$ cat src/rtl/nfcd_pkg.sv
// Shared codes for the NOR command decoder.
// Assumes one write per strobe; all codes fit the port widths used by the top.
package nfcd_pkg;

    typedef enum logic [2:0] {
        MODE_READ    = 3'd0,
        MODE_AUTOSEL = 3'd1,
        MODE_CFI     = 3'd2,
        MODE_BYPASS  = 3'd3,
        MODE_BUFLOAD = 3'd4,
        MODE_ABORT   = 3'd5
    } mode_e;

    typedef enum logic [3:0] {
        CMD_NONE     = 4'd0,
        CMD_PROGRAM  = 4'd1,
        CMD_CHIP_ERS = 4'd2,
        CMD_SECT_ERS = 4'd3,
        CMD_BUF_WORD = 4'd4,
        CMD_BUF_PROG = 4'd5,
        CMD_SUSPEND  = 4'd6,
        CMD_RESUME   = 4'd7,
        CMD_RESET    = 4'd8,
        CMD_CFI      = 4'd9,
        CMD_AUTOSEL  = 4'd10,
        CMD_SECURE   = 4'd11
    } cmd_e;

    typedef enum logic [3:0] {
        ST_IDLE, ST_U1, ST_U2, ST_PGM, ST_E1, ST_E2, ST_E3,
        ST_BWC, ST_BLOAD, ST_BCONF, ST_BYP_PGM, ST_BYP_EXIT
    } seq_e;

    typedef struct packed {
        logic       at_aaa;
        logic       at_555;
        logic       at_0aa;
        logic [7:0] code;
    } match_t;

endpackage

$ cat src/rtl/nfcd_addr_match.sv
// Compares the command-decode slice of a write against the fixed unlock
// addresses and exposes the low data byte.
// Assumes DEC_W >= 12 so that all three addresses fit.
module nfcd_addr_match #(
    parameter int DEC_W = 12
) (
    input  logic [DEC_W-1:0] addr,
    input  logic [7:0]       data,
    output nfcd_pkg::match_t m
);
    localparam logic [DEC_W-1:0] ADR_AAA = DEC_W'(12'hAAA);
    localparam logic [DEC_W-1:0] ADR_555 = DEC_W'(12'h555);
    localparam logic [DEC_W-1:0] ADR_0AA = DEC_W'(12'h0AA);

    // Flag each fixed address and pass the command byte through.
    always_comb begin
        m.at_aaa = (addr == ADR_AAA);
        m.at_555 = (addr == ADR_555);
        m.at_0aa = (addr == ADR_0AA);
        m.code   = data;
    end
endmodule

$ cat src/rtl/nfcd_buf_track.sv
// Bookkeeping for one buffered program: latched sector, word count,
// page of the first load, remaining loads and first load address.
// Assumes BUF_WORDS is a power of two between 2 and 256.
module nfcd_buf_track #(
    parameter int ADDR_W    = 24,
    parameter int SECT_LSB  = 16,
    parameter int BUF_WORDS = 32
) (
    input  logic                clk,
    input  logic                rst_n,
    input  logic                start,
    input  logic                count_wr,
    input  logic                load,
    input  logic [ADDR_W-1:0]   addr,
    input  logic [7:0]          code,
    output logic                same_sector,
    output logic                wc_ok,
    output logic                page_ok,
    output logic                last_load,
    output logic [$clog2(BUF_WORDS)-1:0] wc,
    output logic [ADDR_W-1:0]   first_addr
);
    localparam int CNT_W    = $clog2(BUF_WORDS);
    localparam int PAGE_LSB = CNT_W;
    localparam int SECT_W   = ADDR_W - SECT_LSB;
    localparam int PAGE_W   = ADDR_W - PAGE_LSB;

    logic [SECT_W-1:0] sect_q;
    logic [PAGE_W-1:0] page_q;
    logic [CNT_W-1:0]  left_q;
    logic [CNT_W-1:0]  wc_q;
    logic              first_q;
    logic [ADDR_W-1:0] addr0_q;

    // Latch sector, count and the first load; count loads down.
    always_ff @(posedge clk) begin
        if (!rst_n) begin
            sect_q  <= '0;
            page_q  <= '0;
            left_q  <= '0;
            wc_q    <= '0;
            first_q <= 1'b0;
            addr0_q <= '0;
        end else begin
            if (start) sect_q <= addr[ADDR_W-1:SECT_LSB];
            if (count_wr) begin
                wc_q    <= code[CNT_W-1:0];
                left_q  <= code[CNT_W-1:0];
                first_q <= 1'b1;
            end else if (load) begin
                first_q <= 1'b0;
                left_q  <= left_q - 1'b1;
                if (first_q) begin
                    page_q  <= addr[ADDR_W-1:PAGE_LSB];
                    addr0_q <= addr;
                end
            end
        end
    end

    // Qualify the current write against the latched context.
    always_comb begin
        same_sector = (addr[ADDR_W-1:SECT_LSB] == sect_q);
        wc_ok       = (code <= 8'(BUF_WORDS - 1));
        page_ok     = first_q || (addr[ADDR_W-1:PAGE_LSB] == page_q);
        last_load   = (left_q == '0);
        wc          = wc_q;
        first_addr  = addr0_q;
    end
endmodule

$ cat src/rtl/nfcd_decoder.sv
// Top of the NOR command decoder: walks unlock/command sequences on each
// strobed write and emits a registered one-cycle command pulse plus mode.
// Assumes wr_stb is already edge-qualified and busy comes from the engine.
module nfcd_decoder #(
    parameter int ADDR_W    = 24,
    parameter int DATA_W    = 16,
    parameter int DEC_W     = 12,
    parameter int SECT_LSB  = 16,
    parameter int BUF_WORDS = 32
) (
    input  logic              clk,
    input  logic              rst_n,
    input  logic              wr_stb,
    input  logic [ADDR_W-1:0] wr_addr,
    input  logic [DATA_W-1:0] wr_data,
    input  logic              busy,
    output logic              cmd_valid,
    output logic [3:0]        cmd_kind,
    output logic [ADDR_W-1:0] cmd_addr,
    output logic [DATA_W-1:0] cmd_data,
    output logic [2:0]        mode
);
    import nfcd_pkg::*;
    localparam int CNT_W = $clog2(BUF_WORDS);

    match_t             m;
    seq_e               st_q, st_d;
    mode_e              mode_q, mode_d;
    logic               susp_q, susp_d;
    logic               fire;
    cmd_e               kind;
    logic [ADDR_W-1:0]  oaddr;
    logic [DATA_W-1:0]  odata;
    logic               bt_start, bt_count, bt_load;
    logic               same_sector, wc_ok, page_ok, last_load;
    logic [CNT_W-1:0]   bt_wc;
    logic [ADDR_W-1:0]  bt_first;
    logic               vld_q;
    cmd_e               kind_q;
    logic [ADDR_W-1:0]  addr_q;
    logic [DATA_W-1:0]  data_q;

    nfcd_addr_match #(.DEC_W(DEC_W)) u_match (
        .addr (wr_addr[DEC_W-1:0]),
        .data (wr_data[7:0]),
        .m    (m)
    );

    nfcd_buf_track #(.ADDR_W(ADDR_W), .SECT_LSB(SECT_LSB), .BUF_WORDS(BUF_WORDS)) u_buf (
        .clk         (clk),
        .rst_n       (rst_n),
        .start       (bt_start),
        .count_wr    (bt_count),
        .load        (bt_load),
        .addr        (wr_addr),
        .code        (wr_data[7:0]),
        .same_sector (same_sector),
        .wc_ok       (wc_ok),
        .page_ok     (page_ok),
        .last_load   (last_load),
        .wc          (bt_wc),
        .first_addr  (bt_first)
    );

    // Next sequence step, mode, suspend mark and command for this write.
    always_comb begin
        st_d = st_q; mode_d = mode_q; susp_d = susp_q;
        fire = 1'b0; kind = CMD_NONE; oaddr = wr_addr; odata = wr_data;
        bt_start = 1'b0; bt_count = 1'b0; bt_load = 1'b0;
        if (wr_stb && busy) begin
            if (m.code == 8'hB0 && !susp_q) begin
                fire = 1'b1; kind = CMD_SUSPEND; susp_d = 1'b1;
            end
        end else if (wr_stb) begin
            case (st_q)
                ST_IDLE: case (mode_q)
                    MODE_READ: begin
                        if (m.at_aaa && m.code == 8'hAA) st_d = ST_U1;
                        else if (m.code == 8'hF0) begin fire = 1'b1; kind = CMD_RESET; end
                        else if (m.at_0aa && m.code == 8'h98) begin
                            fire = 1'b1; kind = CMD_CFI; mode_d = MODE_CFI;
                        end else if (m.code == 8'h30 && susp_q) begin
                            fire = 1'b1; kind = CMD_RESUME; susp_d = 1'b0;
                        end
                    end
                    MODE_ABORT: if (m.at_aaa && m.code == 8'hAA) st_d = ST_U1;
                    MODE_AUTOSEL: begin
                        if (m.code == 8'hF0) begin fire = 1'b1; kind = CMD_RESET; mode_d = MODE_READ; end
                        else if (m.at_0aa && m.code == 8'h98) begin
                            fire = 1'b1; kind = CMD_CFI; mode_d = MODE_CFI;
                        end
                    end
                    MODE_CFI: if (m.code == 8'hF0) begin
                        fire = 1'b1; kind = CMD_RESET; mode_d = MODE_READ;
                    end
                    MODE_BYPASS: begin
                        if (m.code == 8'hA0) st_d = ST_BYP_PGM;
                        else if (m.code == 8'h90) st_d = ST_BYP_EXIT;
                    end
                    default: ;
                endcase
                ST_U1: st_d = (m.at_555 && m.code == 8'h55) ? ST_U2 : ST_IDLE;
                ST_U2: begin
                    st_d = ST_IDLE;
                    if (mode_q == MODE_ABORT) begin
                        if (m.at_aaa && m.code == 8'hF0) begin
                            fire = 1'b1; kind = CMD_RESET; mode_d = MODE_READ;
                        end
                    end else if (m.code == 8'h25) begin
                        bt_start = 1'b1; st_d = ST_BWC; mode_d = MODE_BUFLOAD;
                    end else if (m.at_aaa) begin
                        case (m.code)
                            8'hA0: st_d = ST_PGM;
                            8'h80: st_d = ST_E1;
                            8'h90: begin fire = 1'b1; kind = CMD_AUTOSEL; mode_d = MODE_AUTOSEL; end
                            8'h88: begin fire = 1'b1; kind = CMD_SECURE; end
                            8'h20: mode_d = MODE_BYPASS;
                            8'hF0: begin fire = 1'b1; kind = CMD_RESET; end
                            default: ;
                        endcase
                    end
                end
                ST_PGM, ST_BYP_PGM: begin
                    fire = 1'b1; kind = CMD_PROGRAM; st_d = ST_IDLE;
                end
                ST_E1: st_d = (m.at_aaa && m.code == 8'hAA) ? ST_E2 : ST_IDLE;
                ST_E2: st_d = (m.at_555 && m.code == 8'h55) ? ST_E3 : ST_IDLE;
                ST_E3: begin
                    st_d = ST_IDLE;
                    if (m.at_aaa && m.code == 8'h10) begin fire = 1'b1; kind = CMD_CHIP_ERS; end
                    else if (m.code == 8'h30) begin fire = 1'b1; kind = CMD_SECT_ERS; end
                end
                ST_BWC: begin
                    if (same_sector && wc_ok) begin bt_count = 1'b1; st_d = ST_BLOAD; end
                    else begin st_d = ST_IDLE; mode_d = MODE_ABORT; end
                end
                ST_BLOAD: begin
                    if (page_ok) begin
                        bt_load = 1'b1; fire = 1'b1; kind = CMD_BUF_WORD;
                        if (last_load) st_d = ST_BCONF;
                    end else begin st_d = ST_IDLE; mode_d = MODE_ABORT; end
                end
                ST_BCONF: begin
                    st_d = ST_IDLE;
                    if (m.code == 8'h29 && same_sector) begin
                        fire = 1'b1; kind = CMD_BUF_PROG; mode_d = MODE_READ;
                        oaddr = bt_first; odata = DATA_W'(bt_wc);
                    end else mode_d = MODE_ABORT;
                end
                ST_BYP_EXIT: begin
                    st_d = ST_IDLE;
                    if (m.code == 8'h00) mode_d = MODE_READ;
                end
                default: st_d = ST_IDLE;
            endcase
        end
    end

    // Sequence, mode and suspend registers.
    always_ff @(posedge clk) begin
        if (!rst_n) begin
            st_q   <= ST_IDLE;
            mode_q <= MODE_READ;
            susp_q <= 1'b0;
        end else begin
            st_q   <= st_d;
            mode_q <= mode_d;
            susp_q <= susp_d;
        end
    end

    // Registered command pulse with its address and data.
    always_ff @(posedge clk) begin
        if (!rst_n) begin
            vld_q  <= 1'b0;
            kind_q <= CMD_NONE;
            addr_q <= '0;
            data_q <= '0;
        end else begin
            vld_q  <= fire;
            kind_q <= fire ? kind : CMD_NONE;
            if (fire) begin
                addr_q <= oaddr;
                data_q <= odata;
            end
        end
    end

    assign cmd_valid = vld_q;
    assign cmd_kind  = kind_q;
    assign cmd_addr  = addr_q;
    assign cmd_data  = data_q;
    assign mode      = mode_q;
endmodule

$ cat config.mk
export PLATFORM = sky130hd
export DESIGN_NAME = nfcd_decoder
export DESIGN_NICKNAME = d
export VERILOG_FILES = /design/src/rtl/nfcd_pkg.sv /design/src/rtl/nfcd_addr_match.sv /design/src/rtl/nfcd_buf_track.sv /design/src/rtl/nfcd_decoder.sv
export SDC_FILE = /design/constraint.sdc
export NUM_CORES = 1
export LEC_CHECK = 0
export BUFFER_PORTS_ARGS = -buffer_cell sky130_fd_sc_hd__buf_2
export CORE_ASPECT_RATIO = 0.8
export CORE_MARGIN = 4
export CORE_UTILIZATION = 39
export CTS_CLUSTER_DIAMETER = 80
export DETAILED_ROUTE_END_ITERATION = 12
export GPL_TIMING_DRIVEN = 0
export MAX_ROUTING_LAYER = met4
export PLACE_DENSITY_LB_ADDON = 0.2
export SETUP_SLACK_MARGIN = 0.3
export SLEW_MARGIN = 10
export SYNTH_ARGS = -nofsm -noshare
export SYNTH_HDL_FRONTEND = slang
export SYNTH_HIERARCHICAL = 1
export SYNTH_SLANG_ARGS = --single-unit
$ cat constraint.sdc
create_clock -name clk -period 4.7 [get_ports clk]
set_clock_uncertainty 0.1 [all_clocks]
set_input_delay 0.235 -clock clk [delete_from_list [all_inputs] [get_ports clk]]
set_output_delay 0.235 -clock clk [all_outputs]
set_load 0.03 [all_outputs]
==> results.json, run 1 <==
{
  "finalSetupViolations": 0,
  "place.gp.congestion": 0.917,
  "syn-num-nets": 667,
  "clk_pin_slew_worst_paths_ns": 0.07,
  "synth_cell_types": 70,
  "synth_fa_ha_area_frac": 0.00220,
  "ctsHoldBuffers": 0,
  "dr.pass1.iters": 5,
  "synth_warnings": 6,
  "seq_area_frac_synth": 0.338,
  "hold_class": "in -> reg",
  "p_per_area_mw_per_mm2": 266,
  "final_max_slew_viol_count": 0,
  "area.sequential_sq_mm": 0.00192,
  "postSynthAreaPerCell_sq_um": 9.13,
  "finish.utilization": 0.469,
  "syn_area_sq_mm": 0.00568,
  "multi_input_area_sq_mm": 0.00338,
  "muxShareOfSynthArea": 0.0863,
  "grt_max_degree": 19,
  "layout.nets": 769,
  "yosys.area_share.simple": 0.240,
  "synth_top_area_cell": "dfxtp_1",
  "synth-compound-area-share": 0.215,
  "port_buffers": 91,
  "outcome": "finished, final reports clean",
  "die_y_um": 116,
  "vias_per_cell": 5.72,
  "start_util": 0.397,
  "cts_tree": "done",
  "synthArstFlopShare": 0,
  "synthCells": 622,
  "pre_cts_slack_ns": 0.985,
  "worst_slack_ns": 1.22,
  "num_antenna_cells": 0,
  "min_period_ns": 3.48,
  "cts_num_sinks": 96,
  "fp-row-count": 39,
  "wl_per_cell_um": 19.0,
  "fin_setup_tns_ns": 0,
  "required_ns": 4.86,
  "grt_usage": 0.217,
  "dieArea_sq_mm": 0.0166,
  "io_pins": 92,
  "crit_type": "in -> reg",
  "synth_xor_area_frac": 0.0524,
  "max_freq_mhz": 288,
  "worst_pin_slew_ns": 1.21,
  "syn2layout_area_growth_pct": 18.0,
  "maxSlewHeadroom": 0.186,
  "drc": 0,
  "synthFlopType": "dfxtp_1",
  "worst_setup_path_start_kind": "primary input",
  "n_fill_cell": 1439,
  "fp.dieW_um": 143,
  "ctsResizeCount": 0,
  "ant_nets": 0,
  "grt_remaining_overflow": 0,
  "numCtsBuffers": 9,
  "drt_iter0_drc": 381,
  "placed_area_sq_mm": 0.00637,
  "synth_seq_cells": 96,
  "grt_pass1_wl_um": 27100,
  "grt_pass1_vias": 4979,
  "leakage_uw": 0.00265,
  "worstSetupEndpointType": "flip-flop",
  "ys_top_cells_by_area": "dfxtp_1 (34%), mux2i_1 (8.6%), nand2_1 (5.2%), xnor2_1 (4.9%), a31o_1 (4.2%)",
  "routed_wl_um": 17300,
  "synth_top_area_frac": 0.338,
  "post-route-period-util": 0.740,
  "r2r_slack_ns": 1.66,
  "ir_worst_vdd_mv": 0.175,
  "postCtsSetupRepairBufs": 0,
  "clock_latency_ns": 0.36,
  "dp_hpwl_um": 13200,
  "cap_violations": 0,
  "clock_path_buffers": 2,
  "rsz0062_at_grt": "no",
  "synth_top_family_by_area": "simple AND/OR/NAND/NOR gates",
  "synth_edf_count": 0,
  "antenna_found_initial": 0,
  "vias": 5221,
  "clockRootBuffer": "clkbuf_16",
  "worstPathArrival_ns": 3.63,
  "final_area_sq_mm": 0.00670,
  "critPathMaxFanout": 10,
  "htreeDepth": 3,
  "drive_gt1_frac": 0.240,
  "coreArea_sq_mm": 0.0143,
  "final-hold-violation-count": 0
}
==> registers in the layout, indices dropped and copies added, names as in the netlist <==
register / count
cmd_data: 16
mode: 3
u_buf/first_addr: 5
susp_q: 1
u_buf/wc: 5
cmd_addr: 24
u_buf/page_q: 19
u_buf/first_q: 1
cmd_valid: 1
u_buf/sect_q: 8
u_buf/left_q: 5
cmd_kind: 4
st_q: 4
==> stage by stage <==
step	hold slack, ns	power (uW)	std cells
global placement	0.340	962	897
finish	0.0251	1780	913
global route	0.0178	1840	913
CTS	0.0147	1800	913
floorplan	0.270	904	622
detailed placement	0.347	963	897
==> critical path, stage by stage <==
cell,delay (ns)
buf_2,0.14
nand4bb_1,0.23
nor3_1,1.00
nor4b_1,0.42
nand4_1,0.19
nand4b_1,0.14
a31o_2,0.25
clkbuf_1,0.58
a311oi_2,0.20
a31o_1,0.23
==> worst paths after layout <==
check                             end  cells after the start                 from
hold reg to reg   u_buf/first_addr[1]                      2  u_buf/first_addr[1]
setup reg to reg         cmd_addr[17]                      8              st_q[1]
hold / removal           cmd_data[14]                      3          wr_data[14]
setup / recovery         cmd_addr[17]                     10           wr_addr[6]
==> cell usage after synthesis, drive strengths merged (3+ instances only) <==
master / instances
a21boi: 28
a21oi: 12
a311oi: 31
a31o: 31
a41o: 5
a41oi: 3
and2: 9
and3b: 4
and4: 5
buf: 32
clkbuf: 30
dfxtp: 96
inv: 5
mux2i: 49
nand2: 80
nand2b: 10
nand3: 17
nand3b: 4
nand4: 15
nand4b: 3
nand4bb: 4
nor2: 18
nor2b: 23
nor3: 9
nor3b: 3
nor4: 6
nor4b: 7
o21ai: 11
or4: 5
xnor2: 32
==> kinds of logic (layout without fill, tap and decap cells) <==
group	after synthesis	after routing
adder cells (fa/ha/maj)	1	1
XOR/XNOR	34	34
AND/OR/NAND/NOR	235	235
flip-flops	96	96
AO/OA/AOI/OAI	140	140
multiplexers	49	49
buffers and inverters	67	174
==> report_power, final <==
part | switching, uW | internal [uW]
logic | 82.3 | 50.2
clock network | 356 | 479
registers | 0.236 | 813
total | 438 | 1340
==> layout make-up <==
class | instances | share of cell area
Multi-Input combinational cell | 459 | 0.505
Clock buffer | 9 | 0.0336
Timing Repair Buffer | 91 | 0.0680
Sequential cell | 96 | 0.287
Buffer | 62 | 0.0534
Clock inverter | 7 | 0.0162
Inverter | 5 | 0.00280
Tap cell | 184 | 0.0344
==> layer usage <==
layer / up-vias / global-route usage / part of all wire
met1: 2535 / 0.302 / 0.48
li1: 2495 / - / -
met2: 178 / 0.321 / 0.44
met4: 0 / 0.0393 / 0.0076
met3: 13 / 0.0545 / 0.068
met5: - / - / 0
==> cells in the final DEF (no fill, tap or decap), types with 5 or more instances in the layout <==
cell       instances
buf_2             98
dfxtp_1           96
nand2_1           79
mux2i_1           49
xnor2_1           32
clkbuf_1          30
a31o_1            27
nor2b_1           23
a311oi_1          21
nor2_1            18
nand3_1           17
nand4_1           15
a21boi_2          15
a21oi_1           12
buf_4             11
nand2b_1          10
o21ai_0           10
buf_6             10
a311oi_2          10
clkbuf_16          9
and2_1             8
a21boi_0           8
nor3_1             7
and4_1             5
inv_1              5
nor4b_1            5
or4_1              5
a41o_1             5
a21boi_1           5
Note: power is estimated with default switching activity, not from simulation.
==> run 2, diff against run 1 <==
--- a/config.mk
+++ b/config.mk
@@ -5,6 +5,7 @@
 export SDC_FILE = /design/constraint.sdc
 export NUM_CORES = 1
 export LEC_CHECK = 0
+export ABC_AREA = 1
 export BUFFER_PORTS_ARGS = -buffer_cell sky130_fd_sc_hd__buf_2
 export CORE_ASPECT_RATIO = 0.8
 export CORE_MARGIN = 4
==> constraint.sdc (replaced) <==
create_clock -name clk -period 2.93 [get_ports clk]
set_clock_uncertainty 0.1 [all_clocks]
set_input_delay 0.1465 -clock clk [delete_from_list [all_inputs] [get_ports clk]]
set_output_delay 0.1465 -clock clk [all_outputs]
set_load 0.03 [all_outputs]
==> run 2 against run 1 <==
Cell count increased by 39%. Non-clock buffer count decreased by 10. Sequential share of layout area decreased by 1.1 points. Critical path type is now reg -> reg. Clock power increased by 41%. First-iteration DRC count increased by 26%. Critical path depth increased by 4. Largest power group is now registers. Power increased by 54%. Via count increased by 21%.
==> results.json, run 2 <==
{
  "outcome": "finished, final reports clean",
  "clock_path_buffers": 2,
  "worstPathArrival_ns": 2.69,
  "reg2reg_to": "cmd_addr[23]",
  "io_pins": 92,
  "reg2reg_depth": 14,
  "hold_class": "in -> reg",
  "synthCells": 972,
  "synth_commonest_cells": "nand2_1 (302), inv_1 (138), nor2_1 (138), dfxtp_1 (96), nand3_1 (70)",
  "cap_violations": 0,
  "die_y_um": 117,
  "postSynthAreaPerCell_sq_um": 6.01,
  "required_ns": 3.12,
  "min_to": "cmd_data[14]",
  "synth_xor_area_frac": 0.0195,
  "worstSetupEndpointType": "flip-flop",
  "maxSlewHeadroom": 0.595,
  "crit_type": "reg -> reg",
  "synth_top_area_frac": 0.329,
  "cts_tree": "done",
  "synth_warnings": 6,
  "grt_usage": 0.223,
  "yosys.area_share.simple": 0.409,
  "syn-num-nets": 1017,
  "grt_remaining_overflow": 0,
  "clockPowerShare": 0.432,
  "clk_pin_slew_worst_paths_ns": 0.07,
  "dieArea_sq_mm": 0.0170,
  "p_sw_frac": 0.245,
  "vias_per_cell": 4.99,
  "grt_pass1_vias": 5847,
  "drive_gt1_frac": 0.163,
  "seq_area_frac_synth": 0.329,
  "min_delay_path_depth": 5,
  "comb_power_share": 0.090,
  "synth_fa_ha_area_frac": 0.00214,
  "synth_top_family_by_area": "simple AND/OR/NAND/NOR gates",
  "r2r_slack_ns": 0.43,
  "dr.pass1.iters": 5,
  "syn2layout_area_growth_pct": 19.1,
  "worst_pin_slew_ns": 0.607,
  "ant_nets": 0,
  "ir_worst_vdd_mv": 0.265,
  "largest_reg_flops": 24,
  "drc": 0,
  "wl_per_cell_um": 14.3,
  "fin_setup_tns_ns": 0,
  "max_freq_mhz": 400,
  "synth_seq_cells": 96,
  "numCtsBuffers": 9,
  "routed_wl_um": 18200,
  "min_period_ns": 2.50,
  "r2r_start": "u_buf/sect_q[4]",
  "grt_max_degree": 15,
  "p_per_area_mw_per_mm2": 394,
  "synth_cell_types": 40,
  "whs_ns": 0.00560,
  "clock_latency_ns": 0.35,
  "port_buffers": 91,
  "min_from": "wr_data[14]",
  "clockRootBuffer": "clkbuf_16",
  "power.switching_uw": 671,
  "critPathMaxFanout": 10,
  "final_max_slew_viol_count": 0,
  "synthArstFlopShare": 0,
  "synth_edf_count": 0,
  "synth_top_area_cell": "dfxtp_1",
  "post-route-period-util": 0.853,
  "worst_setup_path_start_kind": "flip-flop",
  "coreArea_sq_mm": 0.0145,
  "muxShareOfSynthArea": 0,
  "layout_commonest_cell": "nand2_1",
  "fp.dieW_um": 145,
  "synth.most_common_cell": "nand2_1",
  "antenna_found_initial": 1,
  "vias": 6343,
  "finalSetupViolations": 0,
  "syn_area_sq_mm": 0.00584,
  "dp_hpwl_um": 13800,
  "layout.nets": 1128,
  "fp-row-count": 39,
  "place.gp.congestion": 0.946,
  "rsz0062_at_grt": "yes",
  "power_frac_seq": 0.478,
  "grt_pass1_wl_um": 29400,
  "final-hold-violation-count": 0,
  "n_fill_cell": 1540,
  "synth-compound-area-share": 0.101,
  "ys_top_cells_by_area": "dfxtp_1 (33%), nand2_1 (19%), inv_1 (8.9%), nor2_1 (8.9%), nand3_1 (6.0%)",
  "cts_num_sinks": 96,
  "leakage_uw": 0.00363,
  "drt_iter0_drc": 479,
  "htreeDepth": 3,
  "synthFlopType": "dfxtp_1",
  "p_int_uw": 2070,
  "layout_common_cells": "nand2_1 (302), inv_1 (138), nor2_1 (136)",
  "start_util": 0.403
}
-- run 2: critical path: stages, from the launching register on --
cell and delay, ns:
dfxtp_1 0.32, xnor2_1 0.20, nand4_1 0.19, nor3_4 0.28, buf_4 0.17, nand3_2 0.13, nor2_2 0.17, buf_4 0.21
buf_4 0.21, nand3_1 0.09, nand2_1 0.12, inv_1 0.05, nand2_1 0.06, nand2_1 0.04, nor2_1 0.10
-- run 2: what timing repair did --
action	CTS	global route
hold buffers	5	0
setup endpoints to repair	79	78
resized for setup	3	20
setup buffers	0	4
pin swaps	0	3
endpoints found under the hold margin	5	0
-- run 2: metrics by stage --
step           cell area, sq um  utilization  setup slack [ns]  cells  power (uW)
2_1_floorplan              5840            -             0.827    972        1480
4_1_cts                    6880        0.475             0.301   1266        2750
3_3_place_gp               6530        0.451           0.00818   1247        1570
6_report                   6960        0.480             0.429   1271        2740
3_5_place_dp               6530        0.451           -0.0235   1247        1580
5_1_grt                    6960        0.480             0.210   1271        2850
-- run 2: power by group through the flow --
stage | clock network (uW) | registers [uW] | logic, uW
detailed placement | 0 | 1340 | 236
global placement | 0 | 1340 | 236
finish | 1180 | 1310 | 246
CTS | 1200 | 1310 | 244
global route | 1260 | 1310 | 278
floorplan | 0 | 1340 | 133
-- run 2: worst max-delay path by stage --
stage          slack (ns)         endpoint             from  cells after the start
2_1_floorplan        0.83  u_buf/sect_q[6]          mode[1]                      9
3_3_place_gp        0.008     cmd_addr[23]      wr_addr[20]                     14
3_5_place_dp        -0.02     cmd_addr[23]      wr_addr[19]                     15
4_1_cts              0.30     cmd_addr[22]  u_buf/sect_q[4]                     12
5_1_grt              0.21     cmd_addr[21]  u_buf/sect_q[0]                     14
6_report             0.43     cmd_addr[23]  u_buf/sect_q[4]                     14
-- run 2: kinds of logic (layout without fill, tap and decap cells) --
group / Yosys count / count (layout)
flip-flops: 96 / 96
AND/OR/NAND/NOR: 568 / 568
buffers and inverters: 191 / 305
adder cells (fa/ha/maj): 1 / 1
other: 0 / 1
XOR/XNOR: 13 / 13
AO/OA/AOI/OAI: 103 / 103
-- run 2: cell type report --
cell class | instances | area, sq um | share of cell area
multi-input cells | 685 | 3150 | 0.453
flip-flops and latches | 96 | 1920 | 0.276
inverters | 148 | 558 | 0.0802
repair buffers | 100 | 536 | 0.0770
plain buffers | 43 | 275 | 0.0396
clock buffers | 11 | 243 | 0.0349
well taps | 184 | 230 | 0.0331
clock inverters | 3 | 43.8 | 0.00629
diodes | 1 | 2.50 | 0.000360
-- run 2: per-layer routing --
metal / share of wire / vias to the layer above / track usage
met5: 0 / - / -
li1: - / 3227 / -
met4: 0.023 / 0 / 0.0752
met1: 0.46 / 2885 / 0.297
met3: 0.059 / 26 / 0.0431
met2: 0.45 / 205 / 0.337
